[src/rtl/bct_pkg.sv]
package bct_pkg;
  localparam int PRE_W = 12;

  localparam int CTRL_RUN    = 0;
  localparam int CTRL_PRESET = 1;
  localparam int CTRL_BSEL   = 2;
  localparam int CTRL_EXT    = 3;
  localparam int CTRL_SEL    = 4;

  typedef enum logic [1:0] {
    ADDR_CTRL = 2'd0,
    ADDR_CMPA = 2'd1,
    ADDR_CMPB = 2'd2,
    ADDR_CNT  = 2'd3
  } reg_addr_e;

  function automatic logic [PRE_W-1:0] div_mask(input logic [2:0] sel);
    int sh;
    case (sel)
      3'd0: sh = 0;
      3'd1: sh = 1;
      3'd2: sh = 2;
      3'd3: sh = 4;
      3'd4: sh = 6;
      3'd5: sh = 8;
      3'd6: sh = 10;
      default: sh = 12;
    endcase
    div_mask = PRE_W'((1 << sh) - 1);
  endfunction
endpackage

[src/rtl/bct_tick_gen.sv]
module bct_tick_gen
  import bct_pkg::*;
#(
  parameter int SYNC_N = 2
) (
  input  logic       clk_i,
  input  logic       rst_ni,
  input  logic       run_i,
  input  logic       ext_i,
  input  logic [2:0] sel_i,
  input  logic       evt_i,
  output logic       tick_o
);
  logic [PRE_W-1:0] pre_q;
  logic [SYNC_N:0]  sync_q;
  logic [PRE_W-1:0] mask;
  logic             evt_edge;

  always_ff @(posedge clk_i or negedge rst_ni) begin
    if (!rst_ni) pre_q <= '0;
    else if (run_i) pre_q <= pre_q + 1'b1;
    else pre_q <= '0;
  end

  always_ff @(posedge clk_i or negedge rst_ni) begin
    if (!rst_ni) sync_q <= '0;
    else sync_q <= {sync_q[SYNC_N-1:0], evt_i};
  end

  assign mask     = div_mask(sel_i);
  assign evt_edge = sync_q[SYNC_N-1] & ~sync_q[SYNC_N];

  always_comb begin
    if (!run_i) tick_o = 1'b0;
    else if (ext_i) tick_o = evt_edge;
    else tick_o = ((pre_q & mask) == mask);
  end
endmodule

[src/rtl/bct_cmp_bank.sv]
module bct_cmp_bank #(
  parameter int W = 16,
  parameter int N = 2
) (
  input  logic         clk_i,
  input  logic [N-1:0] we_i,
  input  logic [W-1:0] wdata_i,
  input  logic         bsel_i,
  input  logic         load_i,
  output logic [W-1:0] act_o [N],
  output logic [W-1:0] buf_o [N]
);
  // reset value intentionally undefined
  for (genvar ch = 0; ch < N; ch++) begin : g_ch
    logic [W-1:0] act_q, buf_q;

    always_ff @(posedge clk_i) begin
      if (we_i[ch] && !bsel_i) act_q <= wdata_i;
      else if (load_i) act_q <= buf_q;
      if (we_i[ch] && bsel_i) buf_q <= wdata_i;
    end

    assign act_o[ch] = act_q;
    assign buf_o[ch] = buf_q;
  end
endmodule

[src/rtl/bct_count_core.sv]
module bct_count_core #(
  parameter int W = 16
) (
  input  logic         clk_i,
  input  logic         rst_ni,
  input  logic         run_i,
  input  logic         tick_i,
  input  logic         preset_i,
  input  logic [W-1:0] cmp_a_i,
  input  logic [W-1:0] cmp_b_i,
  output logic [W-1:0] cnt_o,
  output logic         restart_o,
  output logic         irq_a_o,
  output logic         irq_b_o,
  output logic         tmr_o
);
  logic [W-1:0] cnt_q;
  logic         hit_a, hit_b;
  logic         irq_a_q, irq_b_q, tmr_q;

  assign hit_a     = tick_i && !preset_i && (cnt_q == cmp_a_i);
  assign hit_b     = tick_i && !preset_i && (cnt_q == cmp_b_i);
  assign restart_o = preset_i || hit_b;

  always_ff @(posedge clk_i or negedge rst_ni) begin
    if (!rst_ni) cnt_q <= '0;
    else if (restart_o) cnt_q <= '0;
    else if (tick_i) cnt_q <= cnt_q + 1'b1;
  end

  always_ff @(posedge clk_i or negedge rst_ni) begin
    if (!rst_ni) begin
      irq_a_q <= 1'b0;
      irq_b_q <= 1'b0;
      tmr_q   <= 1'b0;
    end else begin
      irq_a_q <= hit_a;
      irq_b_q <= hit_b;
      if (!run_i) tmr_q <= 1'b0;
      else if (hit_b) tmr_q <= 1'b0;
      else if (hit_a) tmr_q <= 1'b1;
    end
  end

  assign cnt_o   = cnt_q;
  assign irq_a_o = irq_a_q;
  assign irq_b_o = irq_b_q;
  assign tmr_o   = tmr_q;
endmodule

[src/rtl/bcmp_timer.sv]
module bcmp_timer
  import bct_pkg::*;
#(
  parameter int CNT_W  = 16,
  parameter int SYNC_N = 2
) (
  input  logic             clk_i,
  input  logic             rst_ni,
  input  logic             wr_i,
  input  logic [1:0]       addr_i,
  input  logic [CNT_W-1:0] wdata_i,
  output logic [CNT_W-1:0] rdata_o,
  input  logic             evt_i,
  output logic             tmr_o,
  output logic             irq_a_o,
  output logic             irq_b_o
);
  localparam int NCMP = 2;

  logic             run_q, bsel_q, ext_q;
  logic [2:0]       sel_q;
  logic             wr_ctrl, preset, tick, restart, load;
  logic [NCMP-1:0]  cmp_we;
  logic [CNT_W-1:0] act [NCMP];
  logic [CNT_W-1:0] bufr [NCMP];
  logic [CNT_W-1:0] cnt;

  assign wr_ctrl   = wr_i && (reg_addr_e'(addr_i) == ADDR_CTRL);
  assign preset    = wr_ctrl && wdata_i[CTRL_PRESET];
  assign cmp_we[0] = wr_i && (reg_addr_e'(addr_i) == ADDR_CMPA);
  assign cmp_we[1] = wr_i && (reg_addr_e'(addr_i) == ADDR_CMPB);
  assign load      = bsel_q && restart;

  always_ff @(posedge clk_i or negedge rst_ni) begin
    if (!rst_ni) begin
      run_q  <= 1'b0;
      bsel_q <= 1'b0;
      ext_q  <= 1'b0;
      sel_q  <= 3'd0;
    end else if (wr_ctrl) begin
      run_q  <= wdata_i[CTRL_RUN];
      bsel_q <= wdata_i[CTRL_BSEL];
      if (!run_q) begin
        ext_q <= wdata_i[CTRL_EXT];
        sel_q <= wdata_i[CTRL_SEL+:3];
      end
    end
  end

  bct_tick_gen #(.SYNC_N(SYNC_N)) u_tick (
    .clk_i (clk_i),
    .rst_ni(rst_ni),
    .run_i (run_q),
    .ext_i (ext_q),
    .sel_i (sel_q),
    .evt_i (evt_i),
    .tick_o(tick)
  );

  bct_cmp_bank #(.W(CNT_W), .N(NCMP)) u_cmp (
    .clk_i  (clk_i),
    .we_i   (cmp_we),
    .wdata_i(wdata_i),
    .bsel_i (bsel_q),
    .load_i (load),
    .act_o  (act),
    .buf_o  (bufr)
  );

  bct_count_core #(.W(CNT_W)) u_core (
    .clk_i    (clk_i),
    .rst_ni   (rst_ni),
    .run_i    (run_q),
    .tick_i   (tick),
    .preset_i (preset),
    .cmp_a_i  (act[0]),
    .cmp_b_i  (act[1]),
    .cnt_o    (cnt),
    .restart_o(restart),
    .irq_a_o  (irq_a_o),
    .irq_b_o  (irq_b_o),
    .tmr_o    (tmr_o)
  );

  always_comb begin
    rdata_o = '0;
    case (reg_addr_e'(addr_i))
      ADDR_CTRL: begin
        rdata_o[CTRL_RUN]     = run_q;
        rdata_o[CTRL_BSEL]    = bsel_q;
        rdata_o[CTRL_EXT]     = ext_q;
        rdata_o[CTRL_SEL+:3]  = sel_q;
      end
      ADDR_CMPA: rdata_o = bsel_q ? bufr[0] : act[0];
      ADDR_CMPB: rdata_o = bsel_q ? bufr[1] : act[1];
      default:   rdata_o = cnt;
    endcase
  end
endmodule

[config.mk]
export PLATFORM = sky130hd
export DESIGN_NAME = bcmp_timer
export DESIGN_NICKNAME = d
export VERILOG_FILES = /design/src/rtl/bct_pkg.sv /design/src/rtl/bct_tick_gen.sv /design/src/rtl/bct_cmp_bank.sv /design/src/rtl/bct_count_core.sv /design/src/rtl/bcmp_timer.sv
export SDC_FILE = /design/constraint.sdc
export NUM_CORES = 1
export LEC_CHECK = 0
export CAP_MARGIN = 5
export CORE_MARGIN = 10
export CORE_UTILIZATION = 40
export CTS_CLUSTER_DIAMETER = 60
export DETAILED_ROUTE_END_ITERATION = 8
export PLACE_DENSITY = 0.65
export SLEW_MARGIN = 0
export SYNTH_ARGS = -nofsm -noshare
export SYNTH_HDL_FRONTEND = slang
export SYNTH_SLANG_ARGS = --single-unit
export TNS_END_PERCENT = 50
[constraint.sdc]
create_clock -name clk_i -period 4.6 [get_ports clk_i]
set_input_delay 0.46 -clock clk_i [delete_from_list [all_inputs] [get_ports clk_i]]
set_output_delay 0.46 -clock clk_i [all_outputs]
set_load 0.01 [all_outputs]
==> impl_metrics.json <==
{
  "grt.overflow.total": 0,
  "avgRoutedWirePerCell_um": 19.4,
  "async_flop_share_pct": 38.5,
  "fin_setup_tns_ps": 0,
  "grt_pass1_wl_mm": 21.2,
  "maxCapViolations": 0,
  "synth_seq_cells": 104,
  "relSlewSlack_pct": 32.8,
  "synth_top_area_share_pct": 34.5,
  "dpl.hpwl_mm": 9.15,
  "tightest_slew_ps": 1010,
  "regArea_sq_mm": 0.00292,
  "vias": 3746,
  "root_buffer": "clkbuf_16",
  "utilization_pct": 46.5,
  "die_x_um": 138,
  "grt_max_degree": 41,
  "dieArea_sq_mm": 0.0190,
  "critPathKind": "in -> out",
  "ir_worst_vdd_uv": 229,
  "rsz0062_at_grt": "false",
  "dr.pass1.iters": 4,
  "port_buffers": 40,
  "first_iter_violations": 257,
  "vias_per_cell": 5.58,
  "fp.coreArea_sq_mm": 0.0138,
  "synth_warnings": 0,
  "p_leak_nw": 2.28,
  "cts.htree.levels": 3,
  "fmax_ghz": 0.278,
  "drt-total-wl_mm": 13.0,
  "num_rows": 43,
  "ys_seq_area_share_pct": 52.5,
  "netlist_top_cells_area": "edfxtp_1 35%, dfrtp_1 18%, mux2_2 8.9%, mux2i_1 3.8%, xnor2_1 3.3%",
  "period_needed_ps": 3600,
  "die_h_um": 138,
  "worst_r2r_endpoint": "u_cmp.g_ch[1].act_q[12]$_DFFE_PP_",
  "cts_tree": "done",
  "fill_cells": 1292,
  "synthTopCellsByCount": "64 x edfxtp_1, 44 x mux2_2, 40 x dfrtp_1, 30 x nand2_1",
  "startpoint_type": "input pin",
  "start_util_pct": 40.4,
  "clock_skew_ps": 9.65,
  "end_kind": "output port",
  "drtAntennaViolNets": 0,
  "finalCritPeriodShare_pct": 78.3,
  "syn_area_per_cell_sq_um": 12.0,
  "required_ps": 4140,
  "yosysMostFrequentCell": "edfxtp_1",
  "hold_path.class": "in -> async",
  "hold_buffers": 0,
  "grt_usage_pct": 13.6,
  "synth.cell_area_sq_mm": 0.00557,
  "cts_setup_buffers": 0,
  "yosysTopAreaCell": "edfxtp_1",
  "worst-path-max-fanout": 13,
  "r2r.worst_path.cells": 8,
  "synth_edf_count": 64,
  "numCtsBuffers": 9,
  "num_io_pins": 41,
  "drc_errors": 0,
  "status": "finished clean",
  "clk_pin_slew_ps": 70,
  "clock_path_buffers": 2,
  "synth_nets": 489,
  "r2r_slack_ps": 1090,
  "r2r_start": "sel_q[0]$_DFFE_PN0P_",
  "setup_viol": 0,
  "antenna_found_initial": 0,
  "synth_cells": 464,
  "ys.flop_type": "edfxtp_1",
  "hold_viol_final": 0,
  "nets": 511,
  "clock_latency_ps": 360,
  "cts_resized": 0,
  "ys_types": 56,
  "multi_input_area_sq_mm": 0.00244,
  "drv_slew": 0,
  "pwr_density_cell_mw_per_mm2": 377,
  "clock-sinks": 104,
  "grt_pass1_vias": 3878,
  "arrival_ps": 3140,
  "diodes": 0,
  "final_layout_size_suffix_gt1_share_pct": 15.9,
  "syn2layout_area_growth_pct": 14.9,
  "place_congestion": 0.859,
  "p_total_mw": 2.41
}
## layer usage
metal  vias to the layer above  GRT usage (%)  share of wire, %
li1                       1794              -                 -
met5                         -              0                 0
met4                         0           4.33               1.1
met3                        11           3.12               5.3
met1                      1871           17.8                45
met2                        70           21.8                49
## final cells by class
class	count	share of cell area, %
tap	180	3.52
inverter	12	0.704
multi-input combinational	313	38.2
clock buffer	11	3.64
sequential	104	45.7
timing repair buffer	46	6.88
clock inverter	5	1.39
## state kept, by name, summed over array words and instances (netlist names)
signal and count:
u_cmp.g_ch.act_q 32, u_cmp.g_ch.buf_q 32, u_core.cnt_o 16, u_tick.pre_q 12
sel_q 3, u_tick.sync_q 3, bsel_q 1, ext_q 1
run_q 1, u_core.irq_a_o 1, u_core.irq_b_o 1, u_core.tmr_o 1
## kinds of logic after synthesis
logic type	Yosys count	share of synthesized area, %
buffers and inverters	47	3.66
XOR/XNOR	39	6.13
AND/OR/NAND/NOR	115	11.5
multiplexers	69	14.3
adder cells (fa/ha/maj)	3	0.674
AO/OA/AOI/OAI	87	11.2
flip-flops	104	52.5
## worst max path at each step
stage	endpoint	cells past startpoint	startpoint
floorplan	u_cmp.g_ch[0].act_q[0]$_DFFE_PP_	10	sel_q[0]$_DFFE_PN0P_
global placement	rdata_o[3]	8	addr_i[0]
detailed placement	rdata_o[3]	8	addr_i[0]
CTS	rdata_o[3]	8	addr_i[0]
global route	rdata_o[3]	8	addr_i[0]
finish	rdata_o[3]	8	addr_i[0]
## per-stage QoR
step	instance area [sq um]	instances	setup slack [ps]	hold WS, ps
6_report	6400	671	999	212
5_1_grt	6400	671	710	301
4_1_cts	6400	671	986	247
3_5_place_dp	6080	655	1010	337
3_3_place_gp	6080	655	1040	333
2_1_floorplan	5570	464	1790	164
## placed cells by master, fill, tap and decap left out, drive strengths merged, types with 4 or more instances in the layout
master	count
nand2	30
a22oi	6
o211ai	10
o31ai	4
and2	12
or3	5
nand4	13
xor2	18
buf	7
clkdlybuf4s50	39
inv	13
nand2b	6
mux4	4
nor2b	4
nand3	12
dfrtp	40
a21oi	7
edfxtp	64
a21boi	4
o21ai	21
a32oi	4
mux2i	21
mux2	44
o22ai	8
and3	5
nor4	6
clkbuf	11
xnor2	21
nor2	10
## power breakdown
group | internal [mW] | total [mW] | leakage, nW | switching (mW)
clock | 0.484 | 0.836 | 0.156 | 0.352
combinational | 0.211 | 0.384 | 1.02 | 0.173
sequential | 1.05 | 1.19 | 1.10 | 0.142
total | 1.75 | 2.41 | 2.28 | 0.666
## critical path, cell delays in order
cell             delay, ps
clkdlybuf4s50_1        800
clkinv_1               490
nor2_1                 260
a221oi_1               120
a21oi_1                220
a21oi_1                 60
o21ai_0                140
clkdlybuf4s50_1        580
Power figures use the tool's default switching activity.
